`config.mk`:
```
export PLATFORM = sky130hd
export DESIGN_NAME = hdr_ratio_detect
export DESIGN_NICKNAME = d
export VERILOG_FILES = /design/src/rtl/hdr_ratio_pkg.sv /design/src/rtl/hdr_word_index.sv /design/src/rtl/hdr_flag_capture.sv /design/src/rtl/hdr_ratio_out.sv /design/src/rtl/hdr_ratio_detect.sv
export SDC_FILE = /design/constraint.sdc
export NUM_CORES = 1
export LEC_CHECK = 0
export BUFFER_PORTS_ARGS = -buffer_cell sky130_fd_sc_hd__buf_4
export CAP_MARGIN = 20
export CORE_MARGIN = 2
export CORE_UTILIZATION = 44
export DETAILED_ROUTE_END_ITERATION = 8
export GPL_ROUTABILITY_DRIVEN = 0
export PLACE_DENSITY = 0.88
export SETUP_SLACK_MARGIN = 0.2
export SYNTH_ARGS = -nofsm -noshare
export SYNTH_HDL_FRONTEND = slang
export SYNTH_SLANG_ARGS = --single-unit
export TNS_END_PERCENT = 30
```
`constraint.sdc`:
```
create_clock -name clk -period 2.24 [get_ports clk]
set_input_delay 0.224 -clock clk [delete_from_list [all_inputs] [get_ports clk]]
set_output_delay 0.224 -clock clk [all_outputs]
set_load 0.005 [all_outputs]
```
`src/rtl/hdr_ratio_pkg.sv`:
```
package hdr_ratio_pkg;

  typedef enum logic [1:0] {
    RATIO_X1 = 2'd0,
    RATIO_X2 = 2'd1,
    RATIO_X4 = 2'd2,
    RATIO_X8 = 2'd3
  } ratio_e;

  // Base ratio from the flags, doubled by one code step for the wide port.
  function automatic ratio_e ratio_lookup(input logic enc, input logic cmp,
                                          input logic wide);
    logic [1:0] code;
    if (!enc && !cmp) begin
      code = RATIO_X1;
    end else begin
      code = cmp ? 2'd2 : 2'd1;
      code = code + {1'b0, wide};
    end
    return ratio_e'(code);
  endfunction

endpackage

```
`src/rtl/hdr_word_index.sv`:
```
module hdr_word_index #(
  parameter int SAT_IDX = 230,
  localparam int IDX_W  = $clog2(SAT_IDX + 1)
) (
  input  logic             clk,
  input  logic             rst_n,
  input  logic             restart,
  input  logic             advance,
  output logic [IDX_W-1:0] idx
);
  localparam logic [IDX_W-1:0] SAT = IDX_W'(SAT_IDX);

  logic [IDX_W-1:0] cnt_q;

  // A beat in the restart cycle is word 0 of the new image.
  assign idx = restart ? '0 : cnt_q;

  always_ff @(posedge clk or negedge rst_n) begin
    if (!rst_n) begin
      cnt_q <= SAT;
    end else if (advance && idx != SAT) begin
      cnt_q <= idx + 1'b1;
    end else if (restart) begin
      cnt_q <= '0;
    end
  end
endmodule

```
`src/rtl/hdr_flag_capture.sv`:
```
module hdr_flag_capture #(
  parameter int DATA_W  = 32,
  parameter int ENC_IDX = 69,
  parameter int CMP_IDX = 229,
  parameter int ENC_LSB = 2,
  parameter int ENC_W   = 2,
  parameter int CMP_BIT = 1,
  parameter int IDX_W   = 8
) (
  input  logic              clk,
  input  logic              rst_n,
  input  logic              restart,
  input  logic              beat,
  input  logic              last,
  input  logic [IDX_W-1:0]  idx,
  input  logic [DATA_W-1:0] data,
  output logic              enc_flag,
  output logic              cmp_now,
  output logic              final_hit,
  output logic              short_hit
);
  localparam logic [IDX_W-1:0] ENC_I = IDX_W'(ENC_IDX);
  localparam logic [IDX_W-1:0] CMP_I = IDX_W'(CMP_IDX);

  logic active_q;
  logic enc_q;
  logic active;
  logic take;

  assign active    = restart | active_q;
  assign take      = beat & active;
  assign cmp_now   = ~data[CMP_BIT];
  assign final_hit = take && idx == CMP_I;
  assign short_hit = take && last && idx < CMP_I;
  assign enc_flag  = enc_q;

  always_ff @(posedge clk or negedge rst_n) begin
    if (!rst_n) begin
      active_q <= 1'b0;
      enc_q    <= 1'b0;
    end else begin
      if (final_hit || short_hit) active_q <= 1'b0;
      else if (restart)           active_q <= 1'b1;

      if (take && idx == ENC_I)   enc_q <= |data[ENC_LSB +: ENC_W];
      else if (restart)           enc_q <= 1'b0;
    end
  end
endmodule

```
`src/rtl/hdr_ratio_out.sv`:
```
module hdr_ratio_out
  import hdr_ratio_pkg::*;
(
  input  logic       clk,
  input  logic       rst_n,
  input  logic       restart,
  input  logic       width_in,
  input  logic       enc_flag,
  input  logic       cmp_now,
  input  logic       final_hit,
  input  logic       short_hit,
  output logic [1:0] code,
  output logic       vld,
  output logic       err
);
  logic   wide_q;
  ratio_e code_q;

  assign code = code_q;

  always_ff @(posedge clk or negedge rst_n) begin
    if (!rst_n) begin
      wide_q <= 1'b0;
      code_q <= RATIO_X1;
      vld    <= 1'b0;
      err    <= 1'b0;
    end else begin
      if (restart) wide_q <= width_in;
      vld <= final_hit;
      err <= short_hit;
      if (final_hit)
        code_q <= ratio_lookup(enc_flag, cmp_now, restart ? width_in : wide_q);
      else if (restart)
        code_q <= RATIO_X1;
    end
  end
endmodule

```
`src/rtl/hdr_ratio_detect.sv`:
```
module hdr_ratio_detect #(
  parameter int DATA_W  = 32,
  parameter int ENC_IDX = 69,
  parameter int CMP_IDX = 229,
  parameter int ENC_LSB = 2,
  parameter int ENC_W   = 2,
  parameter int CMP_BIT = 1
) (
  input  logic              clk,
  input  logic              rst_n,
  input  logic              start_img,
  input  logic              width_sel,
  input  logic              in_valid,
  input  logic              in_ready,
  input  logic [DATA_W-1:0] in_data,
  input  logic              in_last,
  output logic [1:0]        ratio_code,
  output logic              ratio_vld,
  output logic              hdr_err
);
  localparam int SAT_IDX = CMP_IDX + 1;
  localparam int IDX_W   = $clog2(SAT_IDX + 1);

  logic             beat;
  logic [IDX_W-1:0] idx;
  logic             enc_flag, cmp_now, final_hit, short_hit;

  assign beat = in_valid & in_ready;

  hdr_word_index #(.SAT_IDX(SAT_IDX)) u_idx (
    .clk(clk), .rst_n(rst_n), .restart(start_img), .advance(beat), .idx(idx)
  );

  hdr_flag_capture #(
    .DATA_W(DATA_W), .ENC_IDX(ENC_IDX), .CMP_IDX(CMP_IDX),
    .ENC_LSB(ENC_LSB), .ENC_W(ENC_W), .CMP_BIT(CMP_BIT), .IDX_W(IDX_W)
  ) u_cap (
    .clk(clk), .rst_n(rst_n), .restart(start_img), .beat(beat),
    .last(in_last), .idx(idx), .data(in_data),
    .enc_flag(enc_flag), .cmp_now(cmp_now),
    .final_hit(final_hit), .short_hit(short_hit)
  );

  hdr_ratio_out u_out (
    .clk(clk), .rst_n(rst_n), .restart(start_img), .width_in(width_sel),
    .enc_flag(enc_flag), .cmp_now(cmp_now),
    .final_hit(final_hit), .short_hit(short_hit),
    .code(ratio_code), .vld(ratio_vld), .err(hdr_err)
  );
endmodule

```
* Yosys cells after proc, flatten, opt, wreduce, memory -nomap -nowiden
Index checks and enable logic that the tools add are counted.
** Storage, ports and cells
- Input bits :: 39
- Output and inout port bits :: 4
- Word-level logic and storage cells :: 39
- Register bits :: 15
** Cells by class
- Mux-type cells :: 11
- Add/sub/neg operators :: 2
- Reductions and logical operators :: 12
- Order comparisons :: 1
- Equal/unequal tests :: 3
- Bitwise gates (word level) :: 3
** Operators by type and width (count)
- 8-bit 2-to-1 mux :: 2
- 8-bit by 1-bit adder with 8-bit output (second input constant) :: 1
- 8-bit by 7-bit equality test with 1-bit output (second input constant) :: 1
- 8-bit equality test (second input constant) :: 1
- 8-bit less-than comparator (second input constant) :: 1
- 2-bit 2-to-1 mux :: 4
- 8-bit != test (second input constant) :: 1
- 1-bit logical AND :: 6
- 2-bit nonzero test :: 3
- 1-bit 2-to-1 mux :: 5
- 2-bit by 1-bit adder with 2-bit output :: 1
- 1-bit bitwise AND :: 2
- 2-bit OR reduction :: 1
- 1-bit zero test :: 1
- 1-bit logical OR :: 1
- 1-bit bitwise OR :: 1

* Depth between registers and ports, before layout
Gate-level depths: netlist of run 1.
- Depth after elaboration :: 6
- Gate-level depth with buffers :: 7
- Depth with buffers taken out :: 7

* By module
From an unflattened synthesis of run 1, not the netlist that was laid out.
** Unflattened totals
- Cells, all modules :: 80
- Area, all modules :: 874.6 um2
** By module, submodules not included
- hdr_word_index :: area each 510.5 um2, seq. area each 206.4 um2, instances 1, cells an instance 44
- hdr_ratio_out :: area each 192.7 um2, seq. area each 125.1 um2, instances 1, cells an instance 15
- hdr_flag_capture :: area each 165.2 um2, seq. area each 50.0 um2, instances 1, cells an instance 20
- hdr_ratio_detect :: area each 6.3 um2, seq. area each 0.0 um2, instances 1, cells an instance 1

* Least setup slack after synthesis of run 1
OpenSTA, ideal clock, no wires.
- Path kind :: register -> register
- From :: register u_idx.cnt_q[1]
- To :: register u_idx.cnt_q[1]
- Buffers on the path :: 0
- Arrival time :: 1.607 ns
- Slack :: 0.550 ns
- Stages on the path, launching flop included :: 8
- Library setup time :: 0.082 ns
- Clock period less this slack :: 1.690 ns
- Required time :: 2.158 ns
- Cell sequence :: dfstp_2 nand2b_1 inv_1 ha_1 inv_1 nor4b_2 nor2_1 mux2_4
** On the way
- Longest elaborated chain between the ends :: 4
- Elaborated cells on any way between the ends :: 5
- Classes of those cells :: add/sub: 1; eq/ne: 1; mux: 2; reduce/logical: 1
** RTL lines
- start: declaration :: RTL line hdr_word_index.sv:13 : logic [IDX_W-1:0] cnt_q;
- start signal: assignment :: RTL line hdr_word_index.sv:22 : cnt_q <= idx + 1'b1;
- 8-bit 2-to-1 mux (*)
- branches (longest 2 deep; another with 8-bit by 1-bit adder with 8-bit output)
- 8-bit 2-to-1 mux (*) :: RTL line hdr_word_index.sv:21 : end else if (advance && idx != SAT) begin
Every way passes the cells marked *.
A chain may end at the register's enable or synchronous reset.

* Final worst setup path of run 1
Same ends and word-level chain as after synthesis.

==> reports/metrics.cfg, run 1 <==
[status]
status = finished clean

[routing]
avgViaCountPerCell = 5.197
drc = 0
wirelength_mm = 1.538
drt_iter0_drc = 12
antenna_left = 0
routedWlPerCell_um = 12.61
vias = 634
first_pass_iters = 4

[setup_path]
critPathKind = reg -> reg
startpoint = u_idx.cnt_q[1]$_DFF_PN1_
startpoint_type = flip-flop
crit_chain = nand2b_1 -> inv_1 -> ha_1 -> inv_1 -> nor4b_2 -> nor2_1 -> mux2_4
cp_common_cell = inv_1
slowest_stage = dfstp_2
crit_path_end_kind = flip-flop
critical_path_arrival_ps = 2090
reg2reg_from = u_idx.cnt_q[1]$_DFF_PN1_
worstPathMaxFanout = 3
slowest_delay_ps = 540
critPathRequiredTime_ps = 2460

[cells_and_area]
drive_above_1_share_pct = 29.90
diodes = 0
final_cells = 122
stdcell_area_um2 = 1016
syn_to_final_growth_pct = 18.89
fill_cells = 152
nets = 142

[yosys]
netlist_area_um2 = 854.6
synthTopCellsByArea = dfrtp_1 (29%), dfstp_2 (15%), ha_1 (7.3%), xnor2_1 (4.1%), nor2_1 (4.0%)
synth-async-reset-ratio_pct = 100.0
synth_cell_types = 31
synth_top_area_share_pct = 29.28
synthCells = 80
synth_compound_area_share_pct = 4.539
synth_top_family_by_area = simple AND/OR/NAND/NOR gates
synth_fa_ha_area_share_pct = 7.321
yosysSeqAreaShare_pct = 44.66
synth_edf_count = 0
synth-simple-area-share_pct = 28.26
synth-seq-cells = 15
yosys_warnings = 0
synth_area_per_cell_um2 = 10.68
synthMuxAreaShare_pct = 7.906
yosysTopAreaCell = dfrtp_1
synth_flop_cell = dfrtp_1
synth-xor-area-share_pct = 4.100
synthesis.nets = 124

[floorplan]
core_um2 = 1783
die_x_um = 48.07
die_y_um = 48.07
initial_utilization_pct = 47.93
fp-row-count = 15
dieArea_um2 = 2311
pin_count = 43

[placement]
dpl.hpwl_mm = 1.172
placed_cells = 117
io_buffers = 13
placed_cell_area_um2 = 978.4

[global_routing]
grt_pass1_vias = 631
gr-usage-all-layers_pct = 16.18
overflow = 0
grt.met2_usage_pct = 28.27
met3_usage_pct = 3.396
antenna_found_initial = 0
grt_pass1_wl_mm = 2.594
busiest_layer = met2
use_met1_pct = 19.13
grt_start_max_net_pins = 17

[power_and_ir_drop]
ir_worst_vdd_v = 0.0001910
powerDensity_nw_per_um2 = 487.2
finalPower_uw = 494.9
leakage_nw = 0.4459

[clock_network]
postCtsSetupRepairBufs = 0
worst_skew_pair.late_latency_ps = 280
cts.sinks = 15
clk_transition_reported_paths_ps = 90
cts_tree = yes
cts_made_buffers = 3
clockBufferDepth = 2
htreeDepth = 1
clock-root-buffer = clkbuf_4

[timing]
tightest_slew_ps = 330.1
slew_violations = 0
tns_ps = 0
period_share_pct = 83.87
finalHoldViolations = 0
fin_crit_ps = 1879
max_freq_ghz = 0.5323
setup_viol = 0
rsz0062_at_grt = false
max_slew_margin_pct = 77.93
finClkSkew_ps = 2.367

[flow_run]
cap_violations = 0

[worst_hold_path]
min-delay-start = width_sel
hold_class = in -> reg

[cells in the final DEF (no fill, tap or decap), types with 2 or more instances in the layout]
master / count
buf_4: 13
dfrtp_1: 10
nor2_1: 9
inv_1: 6
ha_1: 5
dfstp_2: 5
nand2b_1: 4
nand2_1: 4
xnor2_1: 4
nor2b_1: 4
mux2i_1: 3
nand3_1: 3
clkbuf_4: 3
nor3_1: 2
a21oi_1: 2
mux2_1: 2
[sequential cells by signal, summed over array words and instances (netlist names)]
register        cells
u_out.vld           1
u_cap.enc_flag      1
u_out.err           1
u_cap.active_q      1
u_idx.cnt_q         8
u_out.code          2
u_out.wide_q        1
[layout make-up]
| type | count | area (um^2) | area share, % |
|---|---|---|---|
| multi-input combinational | 58 | 445.4 | 43.84 |
| timing repair buffer | 14 | 107.6 | 10.59 |
| sequential | 15 | 381.6 | 37.56 |
| tap | 25 | 31.28 | 3.079 |
| inverter | 6 | 22.52 | 2.217 |
| clock inverter | 1 | 5.005 | 0.4926 |
| clock buffer | 3 | 22.52 | 2.217 |
[logic make-up after synthesis]
group / after synthesis
simple gates: 37
compound gates: 6
xor+xnor: 4
flops: 15
mux: 6
buf+inv: 7
fa+ha+maj: 5
[synthesized netlist by cell type, types with 2 or more instances]
| library cell | instances |
|---|---|
| nand2_1 | 4 |
| dfstp_2 | 5 |
| nor2_1 | 9 |
| mux2i_1 | 3 |
| ha_1 | 5 |
| dfrtp_1 | 10 |
| nor2b_1 | 4 |
| mux2_1 | 2 |
| xnor2_1 | 4 |
| nand3_1 | 3 |
| nand2b_1 | 4 |
| a21oi_1 | 2 |
| inv_1 | 6 |
| nor3_1 | 2 |
[per-stage QoR]
stage                     util [%]  hold slack, ps  setup WS, ps
final                        56.98           186.6         361.3
after global routing         56.98           183.2         208.4
after CTS                    56.98           183.5         346.7
after detailed placement     54.88           86.71         390.1
after floorplan                  -          -71.59         550.4
after global placement       54.88           82.57         419.4
[routing by layer]
| layer | part of all wire (%) | wire length [um] | up-vias |
|---|---|---|---|
| li1 | - | - | 309 |
| met1 | 42 | 652 | 304 |
| met2 | 52 | 797 | 19 |
| met3 | 4.5 | 69 | 2 |
| met4 | 1.2 | 19 | 0 |
| met5 | 0 | 0 | - |
[critical path: cells and delay by family (launching register included)]
family / cells / cell delay (ps)
fa+ha+maj: 1 / 190
buf+inv: 2 / 180
flops: 1 / 540
mux: 1 / 310
simple gates: 3 / 600
[worst paths after layout]
check,to,slack (ps),depth (start not counted)
min,u_out.wide_q$_DFF_PN0_,190,3
min in group asynchronous,u_out.code[1]$_DFFE_PN0P_,330,2
min reg2reg,u_out.wide_q$_DFF_PN0_,500,2
max in group asynchronous,u_idx.cnt_q[5]$_DFF_PN1_,1670,2
max reg2reg,u_idx.cnt_q[1]$_DFF_PN1_,360,7
max,u_idx.cnt_q[1]$_DFF_PN1_,360,7
[report_power, final]
group          internal [mW]  total [mW]  switching, mW
sequential             0.280       0.285        0.00497
combinational         0.0279      0.0581         0.0302
clock                 0.0662       0.152         0.0859
[repair_timing]
action	CTS	global route
endpoints found under the hold margin	12	0
hold buffers	1	0
resized for setup	0	0
Note: power is estimated with default switching activity, not from simulation.
==> inputs of run 2 (changes only) <==
--- a/config.mk
+++ b/config.mk
@@ -8,10 +8,10 @@
 export BUFFER_PORTS_ARGS = -buffer_cell sky130_fd_sc_hd__buf_4
 export CAP_MARGIN = 20
 export CORE_MARGIN = 2
-export CORE_UTILIZATION = 44
+export CORE_UTILIZATION = 40
 export DETAILED_ROUTE_END_ITERATION = 8
 export GPL_ROUTABILITY_DRIVEN = 0
-export PLACE_DENSITY = 0.88
+export PLACE_DENSITY = 0.84
 export SETUP_SLACK_MARGIN = 0.2
 export SYNTH_ARGS = -nofsm -noshare
 export SYNTH_HDL_FRONTEND = slang
==> constraint.sdc (replaced) <==
create_clock -name clk -period 1.57 [get_ports clk]
set_input_delay 0.157 -clock clk [delete_from_list [all_inputs] [get_ports clk]]
set_output_delay 0.157 -clock clk [all_outputs]
set_load 0.005 [all_outputs]
==> run 2 against run 1 <==
The flow now finishes with violations (setup timing). Setup slack worse by 370 ps. Routed wire length up 28%. Combinational power up 88%. Sequential share of layout area down 6.1 points. Sequential cell count unchanged. Clock skew up 4.7 ps. Non-clock buffer count up 12. Fmax up 19%. Clock power up 50%. Critical endpoint is now u_idx.cnt_q[3]$_DFF_PN0_. Highest routed layer unchanged.
==> reports/metrics.cfg, run 2 (same netlist as run 1, synthesis figures left out) <==
[status]
status = finished, violations left
violations = setup timing

[global_routing]
grt_start_max_net_pins = 16
grt_pass1_wl_mm = 3.298
grt_pass1_vias = 720
antenna_found_initial = 0
overflow = 0
gr-usage-all-layers_pct = 17.88

[clock_network]
clk_transition_reported_paths_ps = 90
cts.sinks = 15
cts_tree = yes
cts_made_buffers = 3
clock-root-buffer = clkbuf_4
htreeDepth = 1
worst_skew_pair.late_latency_ps = 300
clockBufferDepth = 2

[timing]
fin_ws_ps = -12.96
tns_ps = -12.96
max_slew_margin_pct = 81.93
rsz0062_at_grt = true
finClkSkew_ps = 7.101
slew_violations = 0
finalHoldViolations = 0
max_freq_ghz = 0.6317
tightest_slew_ps = 268.8
fin_crit_ps = 1583
setup_viol = 1
period_share_pct = 100.8

[setup_path]
critPathRequiredTime_ps = 1790
cp_top_family = simple AND/OR/NAND/NOR gates
critical_path_arrival_ps = 1810
startpoint_type = flip-flop
crit_chain = nand2b_4 -> inv_4 -> ha_4 -> inv_2 -> nor4b_4 -> buf_4 -> or4_4 -> a21oi_2
slowest_delay_ps = 470
critPathKind = reg -> reg
crit_path_end_kind = flip-flop
slowest_stage = or4_4
crit_buf_inv = 3
worstPathMaxFanout = 2

[power_and_ir_drop]
powerDensity_nw_per_um2 = 613.9
finalPower_uw = 745.0
ir_worst_vdd_v = 0.0003753
leakage_nw = 0.5256

[routing]
first_pass_iters = 4
wirelength_mm = 1.965
avgViaCountPerCell = 5.103
drt_iter0_drc = 10
antenna_left = 0
highest_layer = met4
drc = 0
wl_met2_mm = 1.022
met3_length_um = 67
routedWlPerCell_um = 14.45
drt-met1-wl_um = 833
vias = 694

[placement]
placed_cells = 129
io_buffers = 13
dpl.hpwl_mm = 1.412

[floorplan]
dieArea_um2 = 2522
die_y_um = 50.22
fp-row-count = 16
initial_utilization_pct = 43.12
pin_count = 43
die_x_um = 50.22
core_um2 = 1982

[cells_and_area]
final_core_util_pct = 61.24
diodes = 0
top_register = u_idx.cnt_q
syn_to_final_growth_pct = 42.02
final_common_cell = buf_4
largest_reg_flops = 8
final_cell_mix = buf_4 (23), dfrtp_1 (10), nor2_1 (7)
drive_above_1_share_pct = 52.29
final_cells = 136
nets = 154

[worst_hold_path]
hold_class = in -> reg

[flow_run]
cap_violations = 0

-- run 2: cell count changes in the layout (fill, tap and decap cells not counted), sizes merged --
cell    delta
clkbuf     +1
buf       +12
clkinv     -1
-- run 2: worst paths after layout --
check / start / to / slack, ps / depth (start not counted)
min in group asynchronous: rst_n / u_out.err$_DFF_PN0_ / 250 / 2
worst min-delay path: start_img / u_idx.cnt_q[3]$_DFF_PN0_ / 80 / 2
max in group asynchronous: rst_n / u_idx.cnt_q[6]$_DFF_PN1_ / 1070 / 2
worst max register to register: u_idx.cnt_q[1]$_DFF_PN1_ / u_idx.cnt_q[3]$_DFF_PN0_ / -10 / 8
worst min register to register: u_out.wide_q$_DFF_PN0_ / u_out.wide_q$_DFF_PN0_ / 510 / 2
worst max-delay path: u_idx.cnt_q[1]$_DFF_PN1_ / u_idx.cnt_q[3]$_DFF_PN0_ / -10 / 8
-- run 2: power breakdown --
part | total, mW | internal, mW | switching (mW)
sequential | 0.408 | 0.399 | 0.00899
clock | 0.228 | 0.0991 | 0.129
combinational | 0.109 | 0.0536 | 0.0554
total | 0.745 | 0.552 | 0.193
-- run 2: layer usage --
layer	global-route usage, %	vias to the layer above
met5	0	-
met4	9.722	0
met3	2.976	5
met2	31.80	16
met1	20.11	336
li1	-	337
-- run 2: through the flow --
stage	hold WS (ps)	instance area (um^2)	worst slack (ps)
global placement	18.22	1090	-3.316
finish	82.55	1214	-12.96
floorplan	-138.6	888.4	51.20
detailed placement	20.80	1090	-32.07
global route	72.60	1214	-75.16
CTS	79.26	1197	-35.08
-- run 2: repair_timing --
item	4_1_cts	5_1_grt
pin swaps	10	4
setup endpoints to repair	13	14
gates resized for setup	13	4
hold buffers	1	0
hold endpoints to repair	15	0
setup buffers	2	0
-- run 2: layout make-up --
cell class,instances,area (um^2)
inverters,6,25.02
multi-input cells,58,541.8
repair buffers,26,205.2
flip-flops and latches,15,381.6
clock buffers,4,26.28
well taps,27,33.78
fillers,164,768.2
-- run 2: worst register-to-register path, cell delays in order (launching register included) --
cell	delay, ps
dfstp_2	390
nand2b_4	80
inv_4	40
ha_4	150
inv_2	60
nor4b_4	50
buf_4	140
or4_4	470
a21oi_2	140
==> inputs of run 3 (changes only) <==
--- a/config.mk
+++ b/config.mk
@@ -8,12 +8,12 @@
 export BUFFER_PORTS_ARGS = -buffer_cell sky130_fd_sc_hd__buf_4
 export CAP_MARGIN = 20
 export CORE_MARGIN = 2
-export CORE_UTILIZATION = 40
+export CORE_UTILIZATION = 44
 export DETAILED_ROUTE_END_ITERATION = 8
 export GPL_ROUTABILITY_DRIVEN = 0
-export PLACE_DENSITY = 0.84
+export PLACE_DENSITY = 0.88
 export SETUP_SLACK_MARGIN = 0.2
 export SYNTH_ARGS = -nofsm -noshare
 export SYNTH_HDL_FRONTEND = slang
 export SYNTH_SLANG_ARGS = --single-unit
-export TNS_END_PERCENT = 30
+export TNS_END_PERCENT = 1
==> constraint.sdc (replaced) <==
create_clock -name clk -period 1.6 [get_ports clk]
set_input_delay 0.16 -clock clk [delete_from_list [all_inputs] [get_ports clk]]
set_output_delay 0.16 -clock clk [all_outputs]
set_load 0.005 [all_outputs]
==> run 3 against run 2 <==
The flow still finishes with violations (setup timing). Cell area decreased by 7.3%. Final cell count decreased by 6.6%. Register-to-register slack got worse by 40 ps. Routed wire length decreased by 10%. Setup slack got worse by 39 ps. Clock power decreased by 6%. Non-clock buffer count decreased by 7. Clock-buffer cell count unchanged. Critical endpoint is now u_out.code[1]$_DFFE_PN0P_.
==> reports/metrics.cfg, run 3 (same netlist as run 1, synthesis figures left out) <==
[flow_run]
cap_violations = 0

[setup_path]
r2r_end = u_out.code[1]$_DFFE_PN0P_
worstPathMaxFanout = 4
crit_path_end_kind = flip-flop
rrSetupSlack_ps = -50
crit_end = u_out.code[1]$_DFFE_PN0P_
critical_path_arrival_ps = 1820
startpoint = u_idx.cnt_q[2]$_DFF_PN1_
startpoint_type = flip-flop
critPathRequiredTime_ps = 1770
slowest_stage = dfstp_2
critPathKind = reg -> reg
reg2reg_from = u_idx.cnt_q[2]$_DFF_PN1_
r2r_cells = 4
slowest_delay_ps = 560
crit_chain = and4b_2 -> nand4_4 -> nor3_4 -> mux2_4

[cells_and_area]
stdcell_area_um2 = 1125
fill_cells = 143
syn_to_final_growth_pct = 31.63
final_cell_mix = buf_4 (18), dfrtp_1 (10), nor2_1 (6)
final_common_cell = buf_4
drive_above_1_share_pct = 47.06
nets = 147
diodes = 0
largest_reg_flops = 8
top_register = u_idx.cnt_q
final_core_util_pct = 63.09

[clock_network]
htreeDepth = 1
clockBufferDepth = 2
worst_skew_pair.late_latency_ps = 280
postCtsSetupRepairBufs = 0
clock-root-buffer = clkbuf_4
cts.sinks = 15
clk_transition_reported_paths_ps = 90
cts_tree = yes
cts_made_buffers = 3

[power_and_ir_drop]
leakage_nw = 0.4834
finalPower_uw = 709.7
powerDensity_nw_per_um2 = 630.9
ir_worst_vdd_v = 0.0003755

[routing]
antenna_left = 0
first_pass_iters = 4
avgViaCountPerCell = 5.283
drc = 0
vias = 671
drt_iter0_drc = 16
routedWlPerCell_um = 13.87
wirelength_mm = 1.761

[global_routing]
overflow = 0
grt_pass1_vias = 652
gr-usage-all-layers_pct = 18.07
grt_pass1_wl_mm = 2.697
grt_start_max_net_pins = 16
antenna_found_initial = 0

[timing]
fin_crit_ps = 1652
max_freq_ghz = 0.6053
fin_ws_ps = -52.04
rsz0062_at_grt = true
finalHoldViolations = 0
tightest_slew_ps = 317.8
finClkSkew_ps = 2.212
fin_hold_ws_ps = 110.3
slew_violations = 0
setup_viol = 2
max_slew_margin_pct = 78.62
period_share_pct = 103.3

[floorplan]
core_um2 = 1783
die_x_um = 48.07
pin_count = 43
die_y_um = 48.07
fp-row-count = 15
initial_utilization_pct = 47.93
dieArea_um2 = 2311

[worst_hold_path]
hold_class = in -> reg

[status]
violations = setup timing
status = finished, violations left

[placement]
post-place-ws_ps = 7.544
placed_cell_area_um2 = 1050
io_buffers = 13
dpl.hpwl_mm = 1.268

==> run 3: cell count changes in the layout (fill, tap and decap cells not counted), sizes merged <==
| cell | before | now |
|---|---|---|
| buf | 25 | 18 |
==> run 3: critical path, delay by kind of cell, from the launching register on <==
family / cells / cell delay, ps
simple gates: 3 / 650
flops: 1 / 560
mux: 1 / 330
==> run 3: timing repair <==
item                                    4_1_cts  5_1_grt
hold buffers                                  1        0
pin swaps                                     7        2
resized for setup                             1       10
endpoints found under the hold margin        15        0
endpoints found under the setup margin        9       12
==> run 3: cell type report <==
| cell class | count | area (um^2) | area share, % |
|---|---|---|---|
| clock buffer | 4 | 26.28 | 2.336 |
| inverter | 6 | 25.02 | 2.225 |
| tap | 25 | 31.28 | 2.781 |
| timing repair buffer | 19 | 145.1 | 12.90 |
| multi-input combinational | 58 | 515.5 | 45.83 |
| sequential | 15 | 381.6 | 33.93 |
==> run 3: metrics by stage <==
stage	instances	setup TNS [ps]
after detailed placement	122	0
after CTS	127	-1.328
after floorplan	80	0
after global routing	127	-296.5
after global placement	122	0
final	127	-98.77
==> run 3: worst min path at each step <==
stage               startpoint                    endpoint  slack [ps]  depth (start not counted)
global route         width_sel      u_out.wide_q$_DFF_PN0_         120                          3
CTS                  width_sel      u_out.wide_q$_DFF_PN0_         110                          3
floorplan                rst_n  u_cap.active_q$_DFFE_PN0P_        -140                          0
detailed placement       rst_n      u_out.wide_q$_DFF_PN0_          30                          1
global placement         rst_n  u_cap.enc_flag$_DFFE_PN0P_          20                          1
finish               width_sel      u_out.wide_q$_DFF_PN0_         110                          3
==> run 3: power by group <==
part	internal [mW]	leakage, nW	switching [mW]	total, mW
logic	0.0447	0.285	0.0494	0.0942
registers	0.392	0.183	0.00890	0.401
clock network	0.0969	0.0150	0.118	0.215
total	0.533	0.483	0.176	0.710
==> run 3: per-layer routing <==
layer | vias up | global-route usage, % | share of wire, %
met5 | - | 0 | 0
met4 | 0 | 12.97 | 2.8
met3 | 4 | 3.396 | 4.8
met2 | 24 | 30.93 | 52
met1 | 322 | 19.77 | 41
li1 | 321 | - | -
